`src/rtl/rxaf_pkg.sv`:
```
package rxaf_pkg;

  typedef enum logic [1:0] {
    CLASS_UCAST = 2'd0,
    CLASS_MCAST = 2'd1,
    CLASS_BCAST = 2'd2
  } addr_class_e;

  // Strobes from the control decoder into the datapath.
  typedef struct packed {
    logic lookup;
    logic binWrite;
    logic binValue;
    logic clearAll;
    logic sta1Capture;
  } filt_strobe_t;

endpackage

```
`src/rtl/rxaf_ctrl.sv`:
```
module rxaf_ctrl
  import rxaf_pkg::*;
#(
  parameter int BIN_W  = 9,
  parameter int CTRL_W = BIN_W + 1
) (
  input  logic              addrValid,
  input  logic              hashWrEn,
  input  logic [CTRL_W-1:0] hashWrData,
  input  logic              filterClr,
  input  logic              sta1Load,
  output filt_strobe_t      strobes,
  output logic [BIN_W-1:0]  wrBin
);

  // The clear takes priority over any single-entry update in the same cycle.
  always_comb begin
    strobes.lookup      = addrValid;
    strobes.clearAll    = filterClr;
    strobes.binWrite    = hashWrEn && !filterClr;
    strobes.binValue    = hashWrData[BIN_W];
    strobes.sta1Capture = sta1Load && !filterClr;
    wrBin               = hashWrData[BIN_W-1:0];
  end

endmodule

```
`src/rtl/rxaf_datapath.sv`:
```
module rxaf_datapath
  import rxaf_pkg::*;
#(
  parameter int ADDR_W    = 48,
  parameter int HASH_BINS = 512,
  parameter int BIN_W     = $clog2(HASH_BINS),
  parameter int GROUP_BIT = 40
) (
  input  logic              clk,
  input  logic              rstN,
  input  filt_strobe_t      strobes,
  input  logic [BIN_W-1:0]  wrBin,
  input  logic [BIN_W-1:0]  lookBin,
  input  logic [ADDR_W-1:0] dstAddr,
  input  logic [ADDR_W-1:0] sta0Addr,
  input  logic [ADDR_W-1:0] sta1In,
  input  logic              promisc,
  output logic              acceptValid,
  output logic              accept,
  output logic [1:0]        addrClass
);

  logic [HASH_BINS-1:0] binQ;
  logic [ADDR_W-1:0]    sta1Q;

  // One flop per hash bin, each with its own write decode.
  for (genvar b = 0; b < HASH_BINS; b++) begin : g_bin
    always_ff @(posedge clk) begin
      if (!rstN || strobes.clearAll) begin
        binQ[b] <= 1'b0;
      end else if (strobes.binWrite && wrBin == BIN_W'(b)) begin
        binQ[b] <= strobes.binValue;
      end
    end
  end

  always_ff @(posedge clk) begin
    if (!rstN || strobes.clearAll) begin
      sta1Q <= '0;
    end else if (strobes.sta1Capture) begin
      sta1Q <= sta1In;
    end
  end

  logic        isBcast;
  logic        isMcast;
  logic        hit0;
  logic        hit1;
  logic        verdict;
  addr_class_e cls;

  always_comb begin
    isBcast = &dstAddr;
    isMcast = dstAddr[GROUP_BIT] && !isBcast;
    hit0    = (sta0Addr != '0) && (dstAddr == sta0Addr);
    hit1    = (sta1Q != '0) && (dstAddr == sta1Q);
    if (isBcast) begin
      cls = CLASS_BCAST;
    end else if (isMcast) begin
      cls = CLASS_MCAST;
    end else begin
      cls = CLASS_UCAST;
    end
    unique case (cls)
      CLASS_BCAST: verdict = 1'b1;
      CLASS_MCAST: verdict = binQ[lookBin];
      default:     verdict = hit0 || hit1;
    endcase
    verdict = verdict || promisc;
  end

  always_ff @(posedge clk) begin
    if (!rstN) begin
      acceptValid <= 1'b0;
      accept      <= 1'b0;
      addrClass   <= 2'd0;
    end else begin
      acceptValid <= strobes.lookup;
      accept      <= strobes.lookup && verdict;
      addrClass   <= strobes.lookup ? cls : CLASS_UCAST;
    end
  end

endmodule

```
`src/rtl/rx_addr_filter.sv`:
```
module rx_addr_filter
  import rxaf_pkg::*;
#(
  parameter int ADDR_W    = 48,
  parameter int CRC_W     = 32,
  parameter int HASH_BINS = 512,
  parameter int BIN_W     = $clog2(HASH_BINS),
  parameter int CTRL_W    = BIN_W + 1,
  parameter int LO_W      = 32,
  parameter int HI_W      = ADDR_W - LO_W
) (
  input  logic              clk,
  input  logic              rstN,
  input  logic              addrValid,
  input  logic [ADDR_W-1:0] dstAddr,
  input  logic [CRC_W-1:0]  addrCrc,
  input  logic              promisc,
  input  logic [LO_W-1:0]   sta0Lo,
  input  logic [HI_W-1:0]   sta0Hi,
  input  logic [LO_W-1:0]   sta1Lo,
  input  logic [HI_W-1:0]   sta1Hi,
  input  logic              sta1Load,
  input  logic              hashWrEn,
  input  logic [CTRL_W-1:0] hashWrData,
  input  logic              filterClr,
  output logic              acceptValid,
  output logic              accept,
  output logic [1:0]        addrClass
);

  filt_strobe_t     strobes;
  logic [BIN_W-1:0] wrBin;
  logic [BIN_W-1:0] lookBin;
  logic             unusedCrcLow;

  // Only the top CRC bits select a bin.
  assign lookBin      = addrCrc[CRC_W-1 -: BIN_W];
  assign unusedCrcLow = ^addrCrc[CRC_W-BIN_W-1:0];

  rxaf_ctrl #(
    .BIN_W  (BIN_W),
    .CTRL_W (CTRL_W)
  ) u_ctrl (
    .addrValid  (addrValid),
    .hashWrEn   (hashWrEn),
    .hashWrData (hashWrData),
    .filterClr  (filterClr),
    .sta1Load   (sta1Load),
    .strobes    (strobes),
    .wrBin      (wrBin)
  );

  rxaf_datapath #(
    .ADDR_W    (ADDR_W),
    .HASH_BINS (HASH_BINS),
    .BIN_W     (BIN_W)
  ) u_dp (
    .clk         (clk),
    .rstN        (rstN),
    .strobes     (strobes),
    .wrBin       (wrBin),
    .lookBin     (lookBin),
    .dstAddr     (dstAddr),
    .sta0Addr    ({sta0Hi, sta0Lo}),
    .sta1In      ({sta1Hi, sta1Lo}),
    .promisc     (promisc),
    .acceptValid (acceptValid),
    .accept      (accept),
    .addrClass   (addrClass)
  );

endmodule

```
`config.mk`:
```
export PLATFORM = sky130hd
export DESIGN_NAME = rx_addr_filter
export DESIGN_NICKNAME = d
export VERILOG_FILES = /design/src/rtl/rxaf_pkg.sv /design/src/rtl/rxaf_ctrl.sv /design/src/rtl/rxaf_datapath.sv /design/src/rtl/rx_addr_filter.sv
export SDC_FILE = /design/constraint.sdc
export NUM_CORES = 1
export LEC_CHECK = 0
export BUFFER_PORTS_ARGS = -buffer_cell sky130_fd_sc_hd__buf_2
export CELL_PAD_IN_SITES_DETAIL_PLACEMENT = 1
export CELL_PAD_IN_SITES_GLOBAL_PLACEMENT = 2
export CORE_ASPECT_RATIO = 1.1
export CORE_MARGIN = 2
export CORE_UTILIZATION = 30
export DETAILED_ROUTE_END_ITERATION = 16
export HOLD_SLACK_MARGIN = 0.06
export PLACE_DENSITY_LB_ADDON = 0.1
export SYNTH_ARGS = -nofsm -noshare
export SYNTH_HDL_FRONTEND = slang
export SYNTH_SLANG_ARGS = --single-unit
```
`constraint.sdc`:
```
create_clock -name clk -period 3.6 [get_ports clk]
set_input_delay 0.72 -clock clk [delete_from_list [all_inputs] [get_ports clk]]
set_output_delay 0.72 -clock clk [all_outputs]
set_load 0.005 [all_outputs]
```
==> After elaboration in Yosys (flattened, before gate mapping) <==
Cells that the tools add are included.
{ "word_totals": {"reg_bits": 564, "latchBits": 0, "ram_bits": 0, "rom_bits": 0, "in_bits": 193, "output_inout_bits": 4, "word_cells": 1566, "mem_count": 0} }
{ "classes": {"add_sub_neg": 0, "multipliers": 0, "div_mod_pow": 0, "magnitude_cmp": 1, "eq_ne": 515, "shift": 0, "mux": 5, "bitwise_logic": 0, "reduce_logical": 529} }
{ "op_table": {"columns": ["cell", "count"], "rows": [
  ["== test 9 bit, second input constant", 256],
  ["== test 9 x 8 -> 1 bit, second input constant", 128],
  ["== test 9 x 7 -> 1 bit, second input constant", 64],
  ["logical AND 1 bit", 518],
  ["== test 9 x 6 -> 1 bit, second input constant", 32],
  ["== test 9 x 5 -> 1 bit, second input constant", 16],
  ["== test 48 bit", 2],
  ["nonzero test 48 bit", 2],
  ["== test 9 x 4 -> 1 bit, second input constant", 8],
  ["AND reduction 48 bit", 1],
  ["== test 9 x 3 -> 1 bit, second input constant", 4],
  ["== test 9 x 2 -> 1 bit, second input constant", 2],
  ["< comparator 9 x 10 -> 1 bit, second input constant", 1],
  ["binary-select mux 1 bit (select 9 bit)", 1],
  ["== test 9 x 1 -> 1 bit, second input constant", 1],
  ["logical NOT 9 bit", 1],
  ["logical NOT 1 bit", 3],
  ["logical OR 1 bit", 3],
  ["== test 2 x 1 -> 1 bit, second input constant", 1],
  ["== test 2 bit, second input constant", 1],
  ["two-way mux 1 bit", 2],
  ["two-way mux 2 bit", 1],
  ["case mux 1 bit (2 select lines)", 1],
  ["AND reduction 2 bit", 1]
]} }

==> Depth between registers and ports, before layout <==
{ "depth": {"depth_word": 9, "depth_mapped": 13, "mapped_depth_nobuf": 8} }

==> Hierarchy <==
From an unflattened synthesis, not the netlist that was laid out.
{ "hier_totals": {"cells_unflattened": 2651, "hier_area_um2": 25752.2} }
{ "modules_own_cells": {"columns": ["module", "instances", "cells_per_inst", "area_each_um2", "seq_area_each_um2"], "rows": [
  ["rxaf_datapath", 1, 2637, 25649.6, 11290.8],
  ["rxaf_ctrl", 1, 14, 102.6, 0.0]
]} }

==> Worst setup path after synthesis <==
No wires, ideal clock.
{ "synth_timing": {"path_type": "input-to-reg", "start": "input port addrCrc[23]", "end": "register u_dp.accept", "setup_ns": 0.130, "t_arrival_ns": 2.597, "setup_slack_ns": 0.873, "stages": 9, "path_buffers": 3, "cell_sequence": "buf_6 -> buf_12 -> buf_8 -> mux4_2 -> mux4_2 -> a311oi_1 -> nand3_1 -> o211ai_1 -> a311oi_1"} }
{ "synth_via": {"elab_chain_len": 5} }
{ "synth_rtl": {"columns": ["element", "line_no", "text"], "rows": [
  ["start, declared", "rx_addr_filter.sv:16", "input logic [CRC_W-1:0] addrCrc,"],
  ["binary-select mux 1 bit (select 9 bit)", "rxaf_datapath.sv:66", "CLASS_MCAST: verdict = binQ[lookBin];"],
  ["two-way mux 1 bit (implied by the code)", "rxaf_datapath.sv:66", null],
  ["case mux 1 bit (2 select lines)", "rxaf_datapath.sv:64", "unique case (cls)"],
  ["logical OR 1 bit", "rxaf_datapath.sv:69", "verdict = verdict || promisc;"],
  ["logical AND 1 bit", "rxaf_datapath.sv:79", "accept <= strobes.lookup && verdict;"],
  ["end signal, assigned", "rxaf_datapath.sv:79", null],
  ["end, declared", "rxaf_datapath.sv:19", "output logic accept,"]
]} }
Every way passes these cells. The select of a mux whose other input is x is not followed.
A chain may end at the register's enable or synchronous reset.

==> Worst setup path in the final report <==
{ "layout_timing": {"start": "input port addrCrc[25]", "end": "register u_dp.accept"} }
Same word-level chain as after synthesis.

==> summary.txt <==
Chip width - 289 um
Combinational share of power - 8.1%
Sw Share - 25.6%
Post-synth EDFFs - 0
YS warnings - 0
Vias/cell - 5.79
Core Util, Final - 35.7%
Clock root cell - clkbuf_16
Met3 wire len - 4310 um
CP Data Arrival Time - 3550 ps
CP max stage delay - 470 ps
Std-Cell Rows - 115
Final nets - 3,283
Setup Slack @ Placement - -52.4 ps
Clock Power Share - 49.5%
Worst path slowest cell - a311oi_1
Clock Pin Slew Worst Setup and Hold Paths - 60 ps
Final Cell Area - 31,800 um^2
Gr ovfl total - 0
Worst hold margin - 341 ps
Distinct cells, synth - 52
CTS tree - built
Later-pin clock latency in the skew report - 630 ps
Antenna viol nets, final - 0
Die H - 318 um
Crit Path Class - in -> reg
Unrepaired setup endpoints after global routing - no
Initial antenna violation count - 7
H-tree Lvls - 3
Initial DRC count - 1,693
Hold_buf cts - 0
Drc violations - 0
CP endpoint kind - flop
Met1 WL - 53,500 um
Reg-to-Reg Start - u_dp.binQ[146]$_SDFFE_PP0P_
Final setup TNS - 0 ps
Outcome - finished clean
Final Hold Vio Count - 0
Cell class contributing the biggest share of worst-path delay - compound AO/OA/AOI/OAI gates
Max IR drop VDD - 0.000273 V
Placer Congestion - 0.866
Syn Nets - 3,183
Worst slew pin tran - 1030 ps
Synthesized area per cell - 8.99 um^2
CP startpoint kind - input port
Crit path cell chain - buf_2 -> nand2_2 -> buf_4 -> o221ai_1 -> a21oi_1 -> a311oi_1 -> nor4_1 -> nor4_1 -> buf_4 -> o211ai_1 -> a311oi_1
Post-cts resize count - 0
Highest routed layer - met5
Die area - 92,000 um^2
Power per standard cell area - 467 nW/um^2
Core Region - 89,100 um^2
Main flop type after synthesis - dfxtp_1
Pre-antenna DRT Iters - 5
Pins Over Slew Limit - 0
Pleak - 10.5 nW
Post-synth ARST share - 0%
Setup WS post-layout - 573 ps
Worst Skew - 19.1 ps
Post-CTS setup buffer count - 0
HPWL reported at the end of detailed placement - 80,300 um
Placed cell areas - 29,400 um^2
Count of final setup violators - 0
Layout cell share with drive strength beyond 1 - 17.8%
Worst Setup SP - addrCrc[25]
Internal power - 11.1 mW
Mapped cell area - 26,900 um^2
Sequential power share - 42.4%
Final wirelength - 119,000 um
Boundary Pins - 197
Number of global-route vias before repair - 25,700
Port bufs - 173
Post-detailed-route wirelength per cell - 27.6 um
Post-Syn Instances - 2,990
Sequential cell area fraction in the yosys report - 42.0%
Largest net degree at the start of global routing - 151
Metal2 WL - 58,000 um
Vias - 25,000
Clock sinks - 564
Seq cells post-synth - 564
Buf/Inv on CP - 3
Hold/Removal Path Class - in -> reg
Crit path time final - 3030 ps
Achievable Freq - 330 MHz
NetSw - 3.79 mW
Max Cap Violations - 0
R2r setup slk - 940 ps
Fin crit share - 84.1%
Gr usage total - 25.4%
Initial Util - 30.2%
CTS buffer count - 72
Critical path required time - 4130 ps
First-pass GRT wire length - 176,000 um
Hold Crit Start - sta1Lo[0]
Rel. slew slack - 30.7%
Crit path max fanout - 11
Layout area overhead - 18.4%
Clk buf depth - 3
## metal layers
metal / GRT usage (%) / vias to the layer above
met5: 0 / -
met4: 7.55 / 4
met3: 2.90 / 153
met2: 42.9 / 537
met1: 33.7 / 12900
li1: - / 11400
## stage by stage
step / cells / power, mW
detailed placement: 4186 / 7.62
global placement: 4186 / 7.61
CTS: 4310 / 15.0
floorplan: 2990 / 7.07
global route: 4312 / 15.4
finish: 4312 / 14.8
## worst min-delay path: stages
cell,delay (ps)
buf_2,80
mux2i_1,50
nor2_1,70
## layout by cell type, fill, tap and decap left out, types with 5 or more instances in the layout
cell / Yosys / final
o221ai_1: 43 / 43
buf_12: 14 / 27
nand2_1: 84 / 83
o22ai_1: 23 / 23
mux4_2: 65 / 65
nor3_2: 0 / 18
buf_4: 5 / 148
clkbuf_16: 0 / 75
nor3_1: 26 / 8
nor4_1: 57 / 56
nand3_1: 259 / 259
o21ai_0: 247 / 247
nand2b_1: 12 / 10
dfxtp_1: 564 / 564
mux2i_1: 153 / 153
buf_2: 16 / 170
o31ai_1: 5 / 5
clkinv_2: 0 / 9
clkbuf_8: 4 / 15
clkbuf_1: 262 / 16
a21oi_1: 533 / 533
nor2b_1: 10 / 10
mux4_1: 17 / 17
nor2_1: 132 / 123
a211oi_1: 258 / 258
xor2_1: 96 / 96
inv_1: 5 / 5
nand4_1: 35 / 35
nor2_2: 0 / 6
## synthesized netlist by cell type, types with 26 or more instances
cell	count	share of area, %
dfxtp_1	564	42
a211oi_1	258	7.2
nor3_1	26	0.48
nand2_1	84	1.2
mux2i_1	153	5.7
a21oi_1	533	9.9
clkbuf_1	262	3.7
mux4_2	65	5.4
nor2_1	132	1.8
xor2_1	96	3.1
o21ai_0	247	4.6
nand4_1	35	0.81
nand3_1	259	4.8
nor4_1	57	1.3
o221ai_1	43	1.4
## sequential cells by signal, indices dropped and copies added, names as in the netlist
signal and cells:
u_dp.binQ 512, u_dp.sta1Q 48, u_dp.acceptValid 1, u_dp.accept 1, u_dp.addrClass 2
## cell families (layout without fill, tap and decap cells)
family                 count (synthesis)  count (layout)  share of synthesized area (%)
AND/OR/NAND/NOR                      635             635                           11.5
XOR/XNOR                              96              96                           3.13
AO/OA/AOI/OAI                       1132            1132                           24.5
other                                  0               2                              0
buffers and inverters                327             477                           5.96
multiplexers                         236             236                           12.9
flip-flops                           564             564                           42.0
## power by group through the flow
stage	Sequential [mW]	Clock (mW)	Combinational (mW)
after floorplan	6.41	0	0.653
after global placement	6.42	0	1.19
after detailed placement	6.42	0	1.20
after CTS	6.28	7.55	1.21
after global routing	6.28	7.80	1.27
final	6.29	7.35	1.21
## cell type report
type / count / area (um^2)
multi-input cells: 2099 / 14100
clock buffers: 106 / 2140
well taps: 1170 / 1460
inverters: 6 / 22.5
fillers: 10100 / 57300
diodes: 2 / 5.00
flip-flops and latches: 564 / 11300
clock inverters: 18 / 224
repair buffers: 347 / 2530
## path summary, 6_finish.rpt
check	cells past startpoint	endpoint
max	11	u_dp.accept$_SDFF_PN0_
min	3	u_dp.sta1Q[0]$_SDFFE_PP0P_
max reg2reg	8	u_dp.accept$_SDFF_PN0_
min reg2reg	2	u_dp.binQ[324]$_SDFFE_PP0P_
Note: power is estimated with default switching activity, not from simulation.
